File: src/rtl/irq_tick_gen_pkg.sv
// Shared types for the periodic interrupt generator.
// Assumes: one timer phase is active at a time; the hold phase only exists
// while a peripheral interrupt request is pending.
package irq_tick_gen_pkg;

    typedef enum logic [1:0] {
        PH_GAP   = 2'd0,
        PH_PULSE = 2'd1,
        PH_HOLD  = 2'd2
    } phase_e;

endpackage

File: src/rtl/irq_gap_sel.sv
// Turns the jumper setting into a gap length in E-clock cycles.
// Each jumper bit adds its own step to a base length. The sum is formed
// through a generate chain so that the number of jumper bits is a parameter.
// Assumes: the largest sum fits in CNT_W bits.
module irq_gap_sel #(
    parameter int GAP_BASE    = 'h300,
    parameter int GAP_STEP_LO = 'h80,
    parameter int GAP_STEP_HI = 'h400,
    parameter int SEL_W       = 2,
    parameter int CNT_W       = 11
) (
    input  logic [SEL_W-1:0] sel,
    output logic [CNT_W-1:0] gap_len
);

    // running partial sums, one stage per jumper bit
    logic [CNT_W-1:0] part [SEL_W+1];

    assign part[0] = CNT_W'(GAP_BASE);

    for (genvar i = 0; i < SEL_W; i++) begin : g_step
        localparam int STEP = (i == 0) ? GAP_STEP_LO : (GAP_STEP_HI << (i - 1));
        assign part[i+1] = part[i] + (sel[i] ? CNT_W'(STEP) : '0);
    end

    assign gap_len = part[SEL_W];

endmodule

File: src/rtl/irq_phase_timer.sv
// Phase sequencer and down-counter for the interrupt generator.
// Gap phase: counts gap_len cycles and then enters the pulse phase.
// Pulse phase: counts PULSE_LEN cycles and then reloads the gap.
// A hold request overrides both and parks the timer. Releasing the
// request reloads a full gap.
// Assumes: gap_len >= 1 and PULSE_LEN >= 1.
module irq_phase_timer
    import irq_tick_gen_pkg::*;
#(
    parameter int PULSE_LEN = 32,
    parameter int CNT_W     = 11
) (
    input  logic             clk,
    input  logic             rst_n,
    input  logic [CNT_W-1:0] gap_len,
    input  logic             hold_req,
    output phase_e           phase,
    output logic             pulse_start
);

    localparam logic [CNT_W-1:0] PULSE_LOAD = CNT_W'(PULSE_LEN - 1);

    logic [CNT_W-1:0] cnt;
    logic [CNT_W-1:0] gap_load;

    // value loaded whenever a gap begins; this is the only use of gap_sel
    assign gap_load = gap_len - 1'b1;

    // gap expires on this edge and no hold wins over it
    assign pulse_start = (phase == PH_GAP) && (cnt == '0) && !hold_req;

    // advance the phase and counter by one E-clock tick
    always_ff @(posedge clk) begin
        if (!rst_n) begin
            phase <= PH_GAP;
            cnt   <= gap_load;
        end else if (hold_req) begin
            phase <= PH_HOLD;
        end else begin
            unique case (phase)
                PH_HOLD: begin
                    phase <= PH_GAP;
                    cnt   <= gap_load;
                end
                PH_GAP: begin
                    if (cnt == '0) begin
                        phase <= PH_PULSE;
                        cnt   <= PULSE_LOAD;
                    end else begin
                        cnt <= cnt - 1'b1;
                    end
                end
                PH_PULSE: begin
                    if (cnt == '0) begin
                        phase <= PH_GAP;
                        cnt   <= gap_load;
                    end else begin
                        cnt <= cnt - 1'b1;
                    end
                end
                default: begin
                    phase <= PH_GAP;
                    cnt   <= gap_load;
                end
            endcase
        end
    end

endmodule

File: src/rtl/irq_diag_gate.sv
// Captures the diagnostic buttons at pulse start and drives them onto the
// display adapter inputs while the pulse lasts. Both pins idle at 1.
// Assumes: capture is a single-cycle strobe on the edge that starts a pulse.
module irq_diag_gate #(
    parameter int DIAG_W = 2
) (
    input  logic              clk,
    input  logic              rst_n,
    input  logic              capture,
    input  logic              in_pulse,
    input  logic [DIAG_W-1:0] diag_btn,
    output logic [DIAG_W-1:0] diag_pins
);

    logic [DIAG_W-1:0] diag_q;

    // hold the button levels that were present when the pulse began
    always_ff @(posedge clk) begin
        if (!rst_n) begin
            diag_q <= '1;
        end else if (capture) begin
            diag_q <= diag_btn;
        end
    end

    // drive the captured levels only while the pulse runs
    for (genvar i = 0; i < DIAG_W; i++) begin : g_pin
        assign diag_pins[i] = in_pulse ? diag_q[i] : 1'b1;
    end

endmodule

File: src/rtl/irq_tick_gen.sv
// Periodic interrupt generator for a pinball main processor.
// Counts E-clock ticks: the gap length is chosen by jumpers, then a
// fixed-length high pulse on irq_o follows. The pulse also gives the sound
// strobe and the diagnostic levels to the display adapter. A pending
// peripheral interrupt parks the timer; its release restarts a full gap.
// Assumes: clk is the E clock; all inputs are synchronous to it.
module irq_tick_gen
    import irq_tick_gen_pkg::*;
#(
    parameter int GAP_BASE    = 'h300,
    parameter int GAP_STEP_LO = 'h80,
    parameter int GAP_STEP_HI = 'h400,
    parameter int PULSE_LEN   = 32
) (
    input  logic       clk,
    input  logic       rst_n,
    input  logic [1:0] gap_sel,
    input  logic       periph_irq,
    input  logic [1:0] diag_btn,
    output logic       irq_o,
    output logic       snd_cb1_o,
    output logic       disp_ca1_o,
    output logic       disp_cb1_o,
    output logic       irq_active_o
);

    localparam int SEL_W   = 2;
    localparam int DIAG_W  = 2;
    localparam int GAP_MAX = GAP_BASE + GAP_STEP_LO + GAP_STEP_HI;
    localparam int CNT_MAX = (GAP_MAX > PULSE_LEN) ? GAP_MAX : PULSE_LEN;
    localparam int CNT_W   = $clog2(CNT_MAX + 1);

    logic [CNT_W-1:0]  gap_len;
    phase_e            phase;
    logic              pulse_start;
    logic              in_pulse;
    logic [DIAG_W-1:0] diag_pins;

    irq_gap_sel #(
        .GAP_BASE   (GAP_BASE),
        .GAP_STEP_LO(GAP_STEP_LO),
        .GAP_STEP_HI(GAP_STEP_HI),
        .SEL_W      (SEL_W),
        .CNT_W      (CNT_W)
    ) u_gap_sel (
        .sel    (gap_sel),
        .gap_len(gap_len)
    );

    irq_phase_timer #(
        .PULSE_LEN(PULSE_LEN),
        .CNT_W    (CNT_W)
    ) u_timer (
        .clk        (clk),
        .rst_n      (rst_n),
        .gap_len    (gap_len),
        .hold_req   (periph_irq),
        .phase      (phase),
        .pulse_start(pulse_start)
    );

    assign in_pulse = (phase == PH_PULSE);

    irq_diag_gate #(
        .DIAG_W(DIAG_W)
    ) u_diag (
        .clk      (clk),
        .rst_n    (rst_n),
        .capture  (pulse_start),
        .in_pulse (in_pulse),
        .diag_btn (diag_btn),
        .diag_pins(diag_pins)
    );

    // output pins taken from the registered phase
    assign irq_o        = in_pulse;
    assign snd_cb1_o    = !in_pulse;
    assign disp_ca1_o   = diag_pins[0];
    assign disp_cb1_o   = diag_pins[1];
    assign irq_active_o = (phase == PH_HOLD);

endmodule

File: config.mk
export PLATFORM = sky130hd
export DESIGN_NAME = irq_tick_gen
export DESIGN_NICKNAME = d
export VERILOG_FILES = /design/src/rtl/irq_tick_gen_pkg.sv /design/src/rtl/irq_gap_sel.sv /design/src/rtl/irq_phase_timer.sv /design/src/rtl/irq_diag_gate.sv /design/src/rtl/irq_tick_gen.sv
export SDC_FILE = /design/constraint.sdc
export NUM_CORES = 1
export LEC_CHECK = 0
export ABC_CLOCK_PERIOD_IN_PS = 6000
export BUFFER_PORTS_ARGS = -buffer_cell sky130_fd_sc_hd__buf_2
export CORE_UTILIZATION = 62
export CTS_CLUSTER_SIZE = 28
export DETAILED_ROUTE_END_ITERATION = 16
export PLACE_DENSITY = 0.79
export SLEW_MARGIN = 40
export SYNTH_ARGS = -nofsm -noshare
export SYNTH_HDL_FRONTEND = slang
export SYNTH_HIERARCHICAL = 1
export SYNTH_SLANG_ARGS = --single-unit
File: constraint.sdc
create_clock -name clk -period 6 [get_ports clk]
set_input_delay 0.6 -clock clk [delete_from_list [all_inputs] [get_ports clk]]
set_output_delay 0.6 -clock clk [all_outputs]
set_load 0.01 [all_outputs]
# Word-level counts from Yosys, hierarchy flattened
# Index checks and enable logic that the tools add are counted.
totals:
  reg_bits: 15
  out_inout_bits: 5
  elab_cells: 38
op_classes:
  n_addsub: 4
  eq_ne: 7
  n_mux: 13
  bitwise: 1
  n_reduce_logical: 9
ops:
  columns: ["op", "n"]
  rows:
  - ["$mux 11", 5]
  - ["$pmux 11 s2", 1]
  - ["$sub 11x1->11 const B", 2]
  - ["$add 10x11->11 const A", 1]
  - ["$add 11x11->11", 1]
  - ["$logic_not 11->1", 1]
  - ["$mux 8", 1]
  - ["$mux 2", 3]
  - ["$ne 2x2->1 const B", 2]
  - ["$pmux 2 s2", 1]
  - ["$reduce_and 2->1", 2]
  - ["$ne 3x2->1 const B", 1]
  - ["$ne 3x3->1 const B", 1]
  - ["$eq 2x1->1 const B", 1]
  - ["$eq 2x2->1 const B", 1]
  - ["$logic_and 1x1->1", 2]
  - ["$logic_not 1->1", 2]
  - ["$logic_not 2->1", 1]
  - ["$mux 1", 2]
  - ["$ne 2x1->1 const B", 1]
  - ["$reduce_or 2->1", 1]
  - ["$not 1->1", 1]

# Longest topological paths before layout
# Gate-level depths: netlist of the first run.
logic_depth:
  ltp_word: 8
  depth_mapped: 8

# By module
# Netlist of the first run, hierarchy kept.
by_module_without_submodules:
  columns: ["mod", "instances", "cells_per_inst", "area_each_um2", "seq_area_each_um2"]
  rows:
  - ["irq_phase_timer", 1, 90, 943.4, 370.4]
  - ["irq_gap_sel", 1, 13, 90.1, 0.0]
  - ["irq_diag_gate", 1, 8, 80.1, 40.0]
  - ["irq_tick_gen", 1, 3, 23.8, 0.0]

# Least setup slack after synthesis of the first run
# OpenSTA, ideal clock, no wires.
synth_path:
  kind: "register to register"
  startpoint: "register u_timer.cnt[5]"
  endpoint: "register u_diag.diag_q[0]"
  setup_time_ps: 115
  t_arrival_ps: 1850
  required_time_ps: 5885
  path_slack_ps: 4035
  path_stages_with_launch: 7
  n_path_buf: 1
  period_less_slack_ps: 1965
  cell_sequence: "edfxtp_1 -> nor4_2 -> and4b_1 -> buf_6 -> nor4b_1 -> mux2i_1 -> nand2_1"
synth_between:
  elab_chain_len: 3
synth_rtl:
  columns: ["item", "line", "source"]
  rows:
  - ["from (decl)", "irq_phase_timer.sv:23", "logic [CNT_W-1:0] cnt;"]
  - ["from (signal assigned)", "irq_phase_timer.sv:36", "cnt <= gap_load;"]
  - ["from (signal assigned)", "irq_phase_timer.sv:43", "cnt <= gap_load;"]
  - ["from (signal assigned)", "irq_phase_timer.sv:50", "cnt <= cnt - 1'b1;"]
  - ["$logic_not 11->1", "irq_phase_timer.sv:30", "assign pulse_start = (phase == PH_GAP) && (cnt == '0) && !hold_req;"]
  - ["$logic_and 1x1->1 (2 in a row)", "irq_phase_timer.sv:30", null]
  - ["net pulse_start", "irq_tick_gen.sv:35", "logic pulse_start;"]
  - ["to (signal assigned)", "irq_diag_gate.sv:22", "diag_q <= diag_btn;"]
  - ["to (decl)", "irq_diag_gate.sv:15", "logic [DIAG_W-1:0] diag_q;"]
# The timed path passes the listed nets, and every way through them passes these cells.
# A chain may end at the register's enable or synchronous reset.

# Worst setup path in the final report of the first run
layout_path:
  startpoint: "register u_timer.cnt[5]"
  endpoint: "register u_diag.diag_q[1]"
# The elaborated chain is that of the path after synthesis.

==> flow_metrics.tcl, run 1 <==
set metrics [dict create \
    outcome "completed" \
    vias_per_cell 5.36 \
    postRouteAntennaNets 0 \
    p_leak_nw 0.456 \
    final_critical_path_required_period_ns 2.23 \
    setup.worst_path.start_class "register" \
    height_of_the_die_um 44.8 \
    initial_core_util 0.659 \
    critPathKind "register to register" \
    critical_path.slowest_cell "sky130_fd_sc_hd__nor4b_1" \
    post_synth_inst_count 114 \
    slew_viol_final 0 \
    dpl-instance-area_mm2 0.00114 \
    tritoncts "built" \
    ioPinCount 12 \
    wire_per_inst_um 12.9 \
    finalClockSkew_ns 0.00140 \
    synth.yosys.seq_area_share 0.361 \
    clockRootBuffer "sky130_fd_sc_hd__clkbuf_4" \
    hold_path_depth 2 \
    synth-edff-count 11 \
    post_route_cells_drive_above_1_share 0.179 \
    gp_routability_congestion 0.747 \
    count_of_buffers_inserted_at_the_top_level_ports 11 \
    worst-slew-pin-transition_ns 0.582 \
    h-tree-depth 1 \
    min-delay-start "u_diag/diag_q[1]$_SDFFE_PN1P_" \
    synth.lib_cells_used.distinct 34 \
    first_global_vias 737 \
    cp.arrival_ns 2.41 \
    dp_hpwl_um 1480 \
    grt_start_max_net_pins 12 \
    dieArea_mm2 0.00201 \
    cts_hold_repair.buffers 0 \
    number_of_nets_at_the_end_of_the_flow 134 \
    crit_family "simple AND/OR/NAND/NOR gates" \
    final_design_area_no_fill_mm2 0.00117 \
    worst-path-max-fanout 6 \
    grt_use_total 0.210 \
    route.final.wire_length_um 1910 \
    fp.dieW_um 44.8 \
    buffers_inserted_by_post_cts_timing_repair 0 \
    core_area_mm2 0.00173 \
    drt_first_iter_violations 7 \
    grt_pass1_wl_um 3010 \
    max_incr_delay_on_cp_ns 0.53 \
    async_reset_ff_frac 0 \
    cts-root-to-sink-buffers 2 \
    insertedDiodeCount 0 \
    cp_num_buf_inv 0 \
    cp_cell_sequence "nor4_2, and4b_1, nor4b_1, mux2i_1, nand2_1" \
    clock_insertion_delay_worst_skew_ns 0.27 \
    timing.hold.worst_endpoint "u_diag/diag_q[1]$_SDFFE_PN1P_" \
    syn_avg_cell_area_um2 9.98 \
    crit-reg2reg-launch "u_timer/cnt[5]$_DFFE_PP_" \
    remaining_design_rule_violation_count 0 \
    cts.repair.resized 0 \
    ys_seq_elements 15 \
    regToRegEndpoint "u_diag/diag_q[1]$_SDFFE_PN1P_" \
    clk_pin_slew_ns 0.09 \
    tritoncts.num_buffers 3 \
    synth.cell_area_mm2 0.00114 \
    type_of_the_most_critical_hold_path "register to register" \
    yosys_warnings 6 \
    cts_num_sinks 15 \
    critical_path_cell_count 5 \
    setup-violations-final 0 \
    vias 793 \
    layout-area-overhead-vs-synth_pct 2.97 \
    timing_hold_violations_final 0 \
    floorplan_row_count 15 \
    ff2ff_path_depth 5 \
    slew_headroom 0.606 \
    remaining_overflow_grt 0 \
    irDropWorstVdd_mv 0.102 \
    max_clock_freq_ghz 0.448 \
    cp_data_required_time_ns 6.18 \
    finalCritPeriodShare 0.372 \
    drt_pre_antenna_iters 4 \
    ys_dominant_reg_cell "sky130_fd_sc_hd__edfxtp_1" \
    antenna_found_initial 0 \
    register_to_register_setup_slack_ns 3.77 \
    power-per-cell-area_mw_per_mm2 202 \
    crit_path_capture_type "register" \
    tns_ns 0 \
    rsz0062_at_grt "false" \
    max_cap_viol_count 0 \
    layout.filler_cells 160 \
]
## worst max path at each step
stage,start,end
2_1_floorplan,u_timer/cnt[5]$_DFFE_PP_,u_diag/diag_q[0]$_SDFFE_PN1P_
3_3_place_gp,u_timer/cnt[5]$_DFFE_PP_,u_diag/diag_q[0]$_SDFFE_PN1P_
3_5_place_dp,u_timer/cnt[5]$_DFFE_PP_,u_diag/diag_q[1]$_SDFFE_PN1P_
4_1_cts,u_timer/cnt[5]$_DFFE_PP_,u_diag/diag_q[1]$_SDFFE_PN1P_
5_1_grt,u_timer/cnt[2]$_DFFE_PP_,u_diag/diag_q[1]$_SDFFE_PN1P_
6_report,u_timer/cnt[5]$_DFFE_PP_,u_diag/diag_q[1]$_SDFFE_PN1P_
## metal layers
metal	track usage	vias up	wire [um]
met5	0	-	0
met4	0.0909	0	17
met1	0.265	371	866
li1	-	404	-
met2	0.353	16	951
met3	0.0400	2	78
## through the flow
| stage | power [mW] | cells | utilization | worst slack, ns | hold slack (ns) |
|---|---|---|---|---|---|
| floorplan | 0.175 | 121 | - | 4.04 | 0.431 |
| global placement | 0.178 | 144 | 0.663 | 3.84 | 0.445 |
| detailed placement | 0.179 | 144 | 0.663 | 3.79 | 0.455 |
| CTS | 0.235 | 148 | 0.678 | 3.76 | 0.479 |
| global route | 0.246 | 148 | 0.678 | 3.58 | 0.493 |
| finish | 0.236 | 148 | 0.678 | 3.77 | 0.476 |
## worst min-delay path, cell delays in order (launching register included)
cell	delay (ns)
sky130_fd_sc_hd__dfxtp_1	0.33
sky130_fd_sc_hd__mux2i_1	0.07
sky130_fd_sc_hd__nand2_1	0.06
## power by group
group | switching, mW | internal (mW) | total, mW
Combinational | 0.0245 | 0.0202 | 0.0447
Clock | 0.0313 | 0.0257 | 0.0571
Sequential | 0.0110 | 0.124 | 0.135
Total | 0.0668 | 0.170 | 0.236
## final cells by class
class                      instances  area, um^2  share of cell area
multi-input combinational         88         629               0.537
sequential                        15         410               0.350
timing repair buffer              11        55.1              0.0470
tap                               25        31.3              0.0267
clock buffer                       4        26.3              0.0224
inverter                           5        18.8              0.0160
## flip-flops by register name, indices dropped and copies added, names as in the netlist
| signal | cells |
|---|---|
| u_timer/phase | 2 |
| u_diag/diag_q | 2 |
| u_timer/cnt | 11 |
## cells in the mapped netlist, types with 2 or more instances
cell                       number  area [um^2]
sky130_fd_sc_hd__nand2b_1       4         25.0
sky130_fd_sc_hd__conb_1         2         7.51
sky130_fd_sc_hd__o22ai_1        5         31.3
sky130_fd_sc_hd__nor3_1         6         30.0
sky130_fd_sc_hd__inv_1          5         18.8
sky130_fd_sc_hd__xnor2_1        8         70.1
sky130_fd_sc_hd__xor2_1        10         87.6
sky130_fd_sc_hd__buf_4         11         82.6
sky130_fd_sc_hd__and2b_2        2         17.5
sky130_fd_sc_hd__nand2_1        6         22.5
sky130_fd_sc_hd__ha_1           3         37.5
sky130_fd_sc_hd__nand3_1        3         15.0
sky130_fd_sc_hd__edfxtp_1      11          330
sky130_fd_sc_hd__buf_6          2         22.5
sky130_fd_sc_hd__nand3b_1       2         15.0
sky130_fd_sc_hd__nor2_1         7         26.3
sky130_fd_sc_hd__dfxtp_1        4         80.1
sky130_fd_sc_hd__nand4b_1       3         26.3
sky130_fd_sc_hd__mux2i_1        2         20.0
sky130_fd_sc_hd__a22oi_1        4         30.0
## cells in the final DEF (no fill, tap or decap)
master                     count
sky130_fd_sc_hd__a21o_1        1
sky130_fd_sc_hd__a21oi_2       1
sky130_fd_sc_hd__a22oi_1       4
sky130_fd_sc_hd__a32oi_1       1
sky130_fd_sc_hd__and2_1        1
sky130_fd_sc_hd__and2b_2       2
sky130_fd_sc_hd__and4b_1       1
sky130_fd_sc_hd__buf_2        11
sky130_fd_sc_hd__clkbuf_1      1
sky130_fd_sc_hd__clkbuf_4      3
sky130_fd_sc_hd__conb_1        9
sky130_fd_sc_hd__dfxtp_1       4
sky130_fd_sc_hd__edfxtp_1     11
sky130_fd_sc_hd__ha_1          3
sky130_fd_sc_hd__inv_1         5
sky130_fd_sc_hd__mux2i_1       2
sky130_fd_sc_hd__nand2_1       6
sky130_fd_sc_hd__nand2b_1      4
sky130_fd_sc_hd__nand3_1       3
sky130_fd_sc_hd__nand3b_1      2
sky130_fd_sc_hd__nand4b_1      3
sky130_fd_sc_hd__nor2_1        7
sky130_fd_sc_hd__nor2b_1       1
sky130_fd_sc_hd__nor3_1        6
sky130_fd_sc_hd__nor3b_2       1
sky130_fd_sc_hd__nor4_1        1
sky130_fd_sc_hd__nor4_2        1
sky130_fd_sc_hd__nor4_4        1
sky130_fd_sc_hd__nor4b_1       1
sky130_fd_sc_hd__o22ai_1       5
sky130_fd_sc_hd__o22ai_2       1
sky130_fd_sc_hd__or2_1         1
sky130_fd_sc_hd__or4b_4        1
sky130_fd_sc_hd__xnor2_1       8
sky130_fd_sc_hd__xor2_1       10
## kinds of logic (layout without fill, tap and decap cells)
kind of cell / Yosys count / after routing / synth area share
AND/OR/NAND/NOR: 43 / 43 / 0.248
XOR/XNOR: 18 / 18 / 0.139
buffers and inverters: 18 / 20 / 0.109
flip-flops: 15 / 15 / 0.361
AO/OA/AOI/OAI: 13 / 13 / 0.0869
adder cells (fa/ha/maj): 3 / 3 / 0.0330
other: 2 / 9 / 0.00660
multiplexers: 2 / 2 / 0.0176
Note: power is estimated with default switching activity, not from simulation.
==> run 2, diff against run 1 <==
--- a/config.mk
+++ b/config.mk
@@ -5,12 +5,13 @@
 export SDC_FILE = /design/constraint.sdc
 export NUM_CORES = 1
 export LEC_CHECK = 0
-export ABC_CLOCK_PERIOD_IN_PS = 6000
+export ABC_AREA = 1
+export ABC_CLOCK_PERIOD_IN_PS = 1860
 export BUFFER_PORTS_ARGS = -buffer_cell sky130_fd_sc_hd__buf_2
-export CORE_UTILIZATION = 62
+export CORE_UTILIZATION = 53
 export CTS_CLUSTER_SIZE = 28
 export DETAILED_ROUTE_END_ITERATION = 16
-export PLACE_DENSITY = 0.79
+export PLACE_DENSITY = 0.71
 export SLEW_MARGIN = 40
 export SYNTH_ARGS = -nofsm -noshare
 export SYNTH_HDL_FRONTEND = slang
==> constraint.sdc (replaced) <==
create_clock -name clk -period 1.86 [get_ports clk]
set_input_delay 0.186 -clock clk [delete_from_list [all_inputs] [get_ports clk]]
set_output_delay 0.186 -clock clk [all_outputs]
set_load 0.01 [all_outputs]
==> flow_metrics.tcl, run 2 <==
set metrics [dict create \
    outcome "completed" \
    tns_ns 0 \
    gp_routability_congestion 0.825 \
    synth-edff-count 11 \
    cts_num_sinks 15 \
    cp_cell_sequence "inv_1, ha_1, nand2_1, nor2_1, nand3_2, nand2_1, inv_1, nand3_1, nand2_1" \
    grt.busiest_layer "met2" \
    fraction_of_the_mapped_netlist_area_in_compound_gates 0.00987 \
    type_of_the_most_critical_hold_path "input pin to register" \
    registers.top_by_ff_count "u_timer/cnt" \
    final_critical_path_required_period_ns 1.70 \
    worst-path-max-fanout 11 \
    critical_path.slowest_cell "sky130_fd_sc_hd__edfxtp_1" \
    grtUsageMet3 0.0357 \
    antenna_found_initial 0 \
    buffers_inserted_by_post_cts_timing_repair 0 \
    most_frequent_cells_in_the_layout "65 x sky130_fd_sc_hd__nand2_1, 33 x sky130_fd_sc_hd__inv_1, 29 x sky130_fd_sc_hd__nor2_1" \
    slew_headroom 0.643 \
    synthDominantCellAreaShare 0.261 \
    cts_hold_repair.buffers 0 \
    tritoncts.num_buffers 3 \
    synth_adder_area_share 0.0296 \
    irDropWorstVdd_mv 0.490 \
    setup-violations-final 0 \
    slew_viol_final 0 \
    totalPowerFinal_mw 0.798 \
    ioPinCount 12 \
    synth.yosys.seq_area_share 0.324 \
    first_global_vias 1010 \
    mostFrequentLayoutCell "sky130_fd_sc_hd__nand2_1" \
    ys_dominant_reg_cell "sky130_fd_sc_hd__edfxtp_1" \
    critPathKind "register to register" \
    cp_num_buf_inv 2 \
    post_synth_inst_count 194 \
    cp_data_required_time_ns 1.90 \
    finalClockSkew_ns 0.00759 \
    drt_pre_antenna_iters 4 \
    remaining_design_rule_violation_count 0 \
    post_route_cells_drive_above_1_share 0.0985 \
    postRouteAntennaNets 0 \
    cts.repair.resized 0 \
    place_ws_ns 0.0974 \
    grt_start_max_net_pins 13 \
    cp.arrival_ns 1.74 \
    grt_pass1_wl_um 4180 \
    synth.lib_cells_used.distinct 20 \
    syn_avg_cell_area_um2 6.53 \
    synth_simple_gate_area_frac 0.367 \
    yosys_warnings 6 \
    yosys.area.top_type "sky130_fd_sc_hd__edfxtp_1" \
    clk_pin_slew_ns 0.10 \
    core_area_mm2 0.00223 \
    grt_use_total 0.215 \
    crit_path_capture_type "register" \
    leading_cell_types_by_total_area_after_synthesis "sky130_fd_sc_hd__edfxtp_1 26%, sky130_fd_sc_hd__nand2_1 19%, sky130_fd_sc_hd__inv_1 9.8%, sky130_fd_sc_hd__nor2_1 8.6%, sky130_fd_sc_hd__xor2_1 6.9%" \
    gr-usage-met1 0.271 \
    setup.worst_path.start_class "register" \
    vias_per_cell 4.63 \
    groute.layer.met2.usage 0.377 \
    synth_top_family_by_area "simple AND/OR/NAND/NOR gates" \
    final_critical_path_setup_slack_ns 0.163 \
    crit_family "simple AND/OR/NAND/NOR gates" \
    timing_hold_violations_final 0 \
    initial_core_util 0.568 \
    async_reset_ff_frac 0 \
    dieArea_mm2 0.00259 \
    layout-area-overhead-vs-synth_pct 3.55 \
    synth.cell_area_mm2 0.00127 \
    finalCritPeriodShare 0.912 \
    wire_per_inst_um 10.2 \
    synth_xor_area_frac 0.0829 \
    dpl-instance-area_mm2 0.00128 \
    largest_register_ffs 11 \
    height_of_the_die_um 50.9 \
    insertedDiodeCount 0 \
    rsz0062_at_grt "false" \
    number_of_nets_at_the_end_of_the_flow 214 \
    p_leak_nw 0.731 \
    tritoncts "built" \
    clock_insertion_delay_worst_skew_ns 0.28 \
    final_design_area_no_fill_mm2 0.00131 \
    synth.mux.area_fraction 0 \
    drt_first_iter_violations 18 \
    ys_seq_elements 15 \
    max_cap_viol_count 0 \
    top_registers "u_timer/cnt x11, u_diag/diag_q x2, u_timer/phase x2" \
    cts-root-to-sink-buffers 2 \
    max_clock_freq_ghz 0.589 \
    synth_common_cells "65 x sky130_fd_sc_hd__nand2_1, 33 x sky130_fd_sc_hd__inv_1, 29 x sky130_fd_sc_hd__nor2_1, 13 x sky130_fd_sc_hd__nand3_1" \
    remaining_overflow_grt 0 \
    clockRootBuffer "sky130_fd_sc_hd__clkbuf_4" \
    vias 1070 \
    layout.filler_cells 232 \
    most_repeated_cell_in_the_gate_level_netlist_after_synthesis "sky130_fd_sc_hd__nand2_1" \
    floorplan_row_count 17 \
    route.final.wire_length_um 2360 \
    fp.dieW_um 50.9 \
    cp_common_cell "sky130_fd_sc_hd__nand2_1" \
    max_incr_delay_on_cp_ns 0.40 \
    worst-slew-pin-transition_ns 0.535 \
    power-per-cell-area_mw_per_mm2 608 \
    h-tree-depth 1 \
    count_of_buffers_inserted_at_the_top_level_ports 11 \
    dp_hpwl_um 1900 \
]
-- run 2: cell count changes after synthesis, moves of 5 or more --
| cell | delta |
|---|---|
| sky130_fd_sc_hd__nor2_1 | +22 |
| sky130_fd_sc_hd__o22ai_1 | -5 |
| sky130_fd_sc_hd__nand2_1 | +59 |
| sky130_fd_sc_hd__xnor2_1 | -6 |
| sky130_fd_sc_hd__inv_1 | +28 |
| sky130_fd_sc_hd__nor3_1 | -5 |
| sky130_fd_sc_hd__nand3_1 | +10 |
-- run 2: cells by family (layout without fill, tap and decap cells) --
group / Yosys count / after routing
xor+xnor: 12 / 12
fa+ha+maj: 3 / 3
other cells: 2 / 9
buf+inv: 46 / 48
simple gates: 114 / 114
compound gates: 2 / 2
flops: 15 / 15
-- run 2: final timing paths --
path / startpoint / endpoint / slack [ns] / depth (start not counted)
max: u_timer/cnt[0]$_DFFE_PP_ / u_timer/cnt[9]$_DFFE_PP_ / 0.16 / 9
min: diag_btn[1] / u_diag/diag_q[1]$_SDFFE_PN1P_ / 0.11 / 3
max reg2reg: u_timer/cnt[0]$_DFFE_PP_ / u_timer/cnt[9]$_DFFE_PP_ / 0.16 / 9
min reg2reg: u_diag/diag_q[1]$_SDFFE_PN1P_ / u_diag/diag_q[1]$_SDFFE_PN1P_ / 0.48 / 2
-- run 2: report_power, final --
part / switching (mW) / internal (mW) / leakage, nW
clock network: 0.110 / 0.0797 / 0.0177
logic: 0.116 / 0.0655 / 0.568
registers: 0.0278 / 0.399 / 0.145
-- run 2: routing by layer --
metal | wire [um] | part of all wire | vias up
met5 | 0 | 0 | -
met4 | 12 | 0.0051 | 0
met3 | 39 | 0.017 | 2
met2 | 1170 | 0.49 | 9
met1 | 1140 | 0.48 | 479
li1 | - | - | 580
-- run 2: tightest hold or removal path, cell delays in order --
cell	delay [ns]
sky130_fd_sc_hd__buf_2	0.07
sky130_fd_sc_hd__nand2_1	0.04
sky130_fd_sc_hd__nand3_1	0.07
-- run 2: area by class of cell --
type,instances,area [um^2],area share
multi-input combinational,140,661,0.503
sequential,15,410,0.313
inverter,33,124,0.0944
timing repair buffer,11,55.1,0.0419
tap,28,35.0,0.0267
clock buffer,3,22.5,0.0172
clock inverter,1,5.00,0.00381
-- run 2: metrics by stage --
step,std cells,util,hold WS [ns]
finish,231,0.588,0.108
global route,231,0.588,0.111
CTS,231,0.585,0.104
detailed placement,227,0.573,0.408
global placement,227,0.573,0.397
floorplan,201,-,0.270
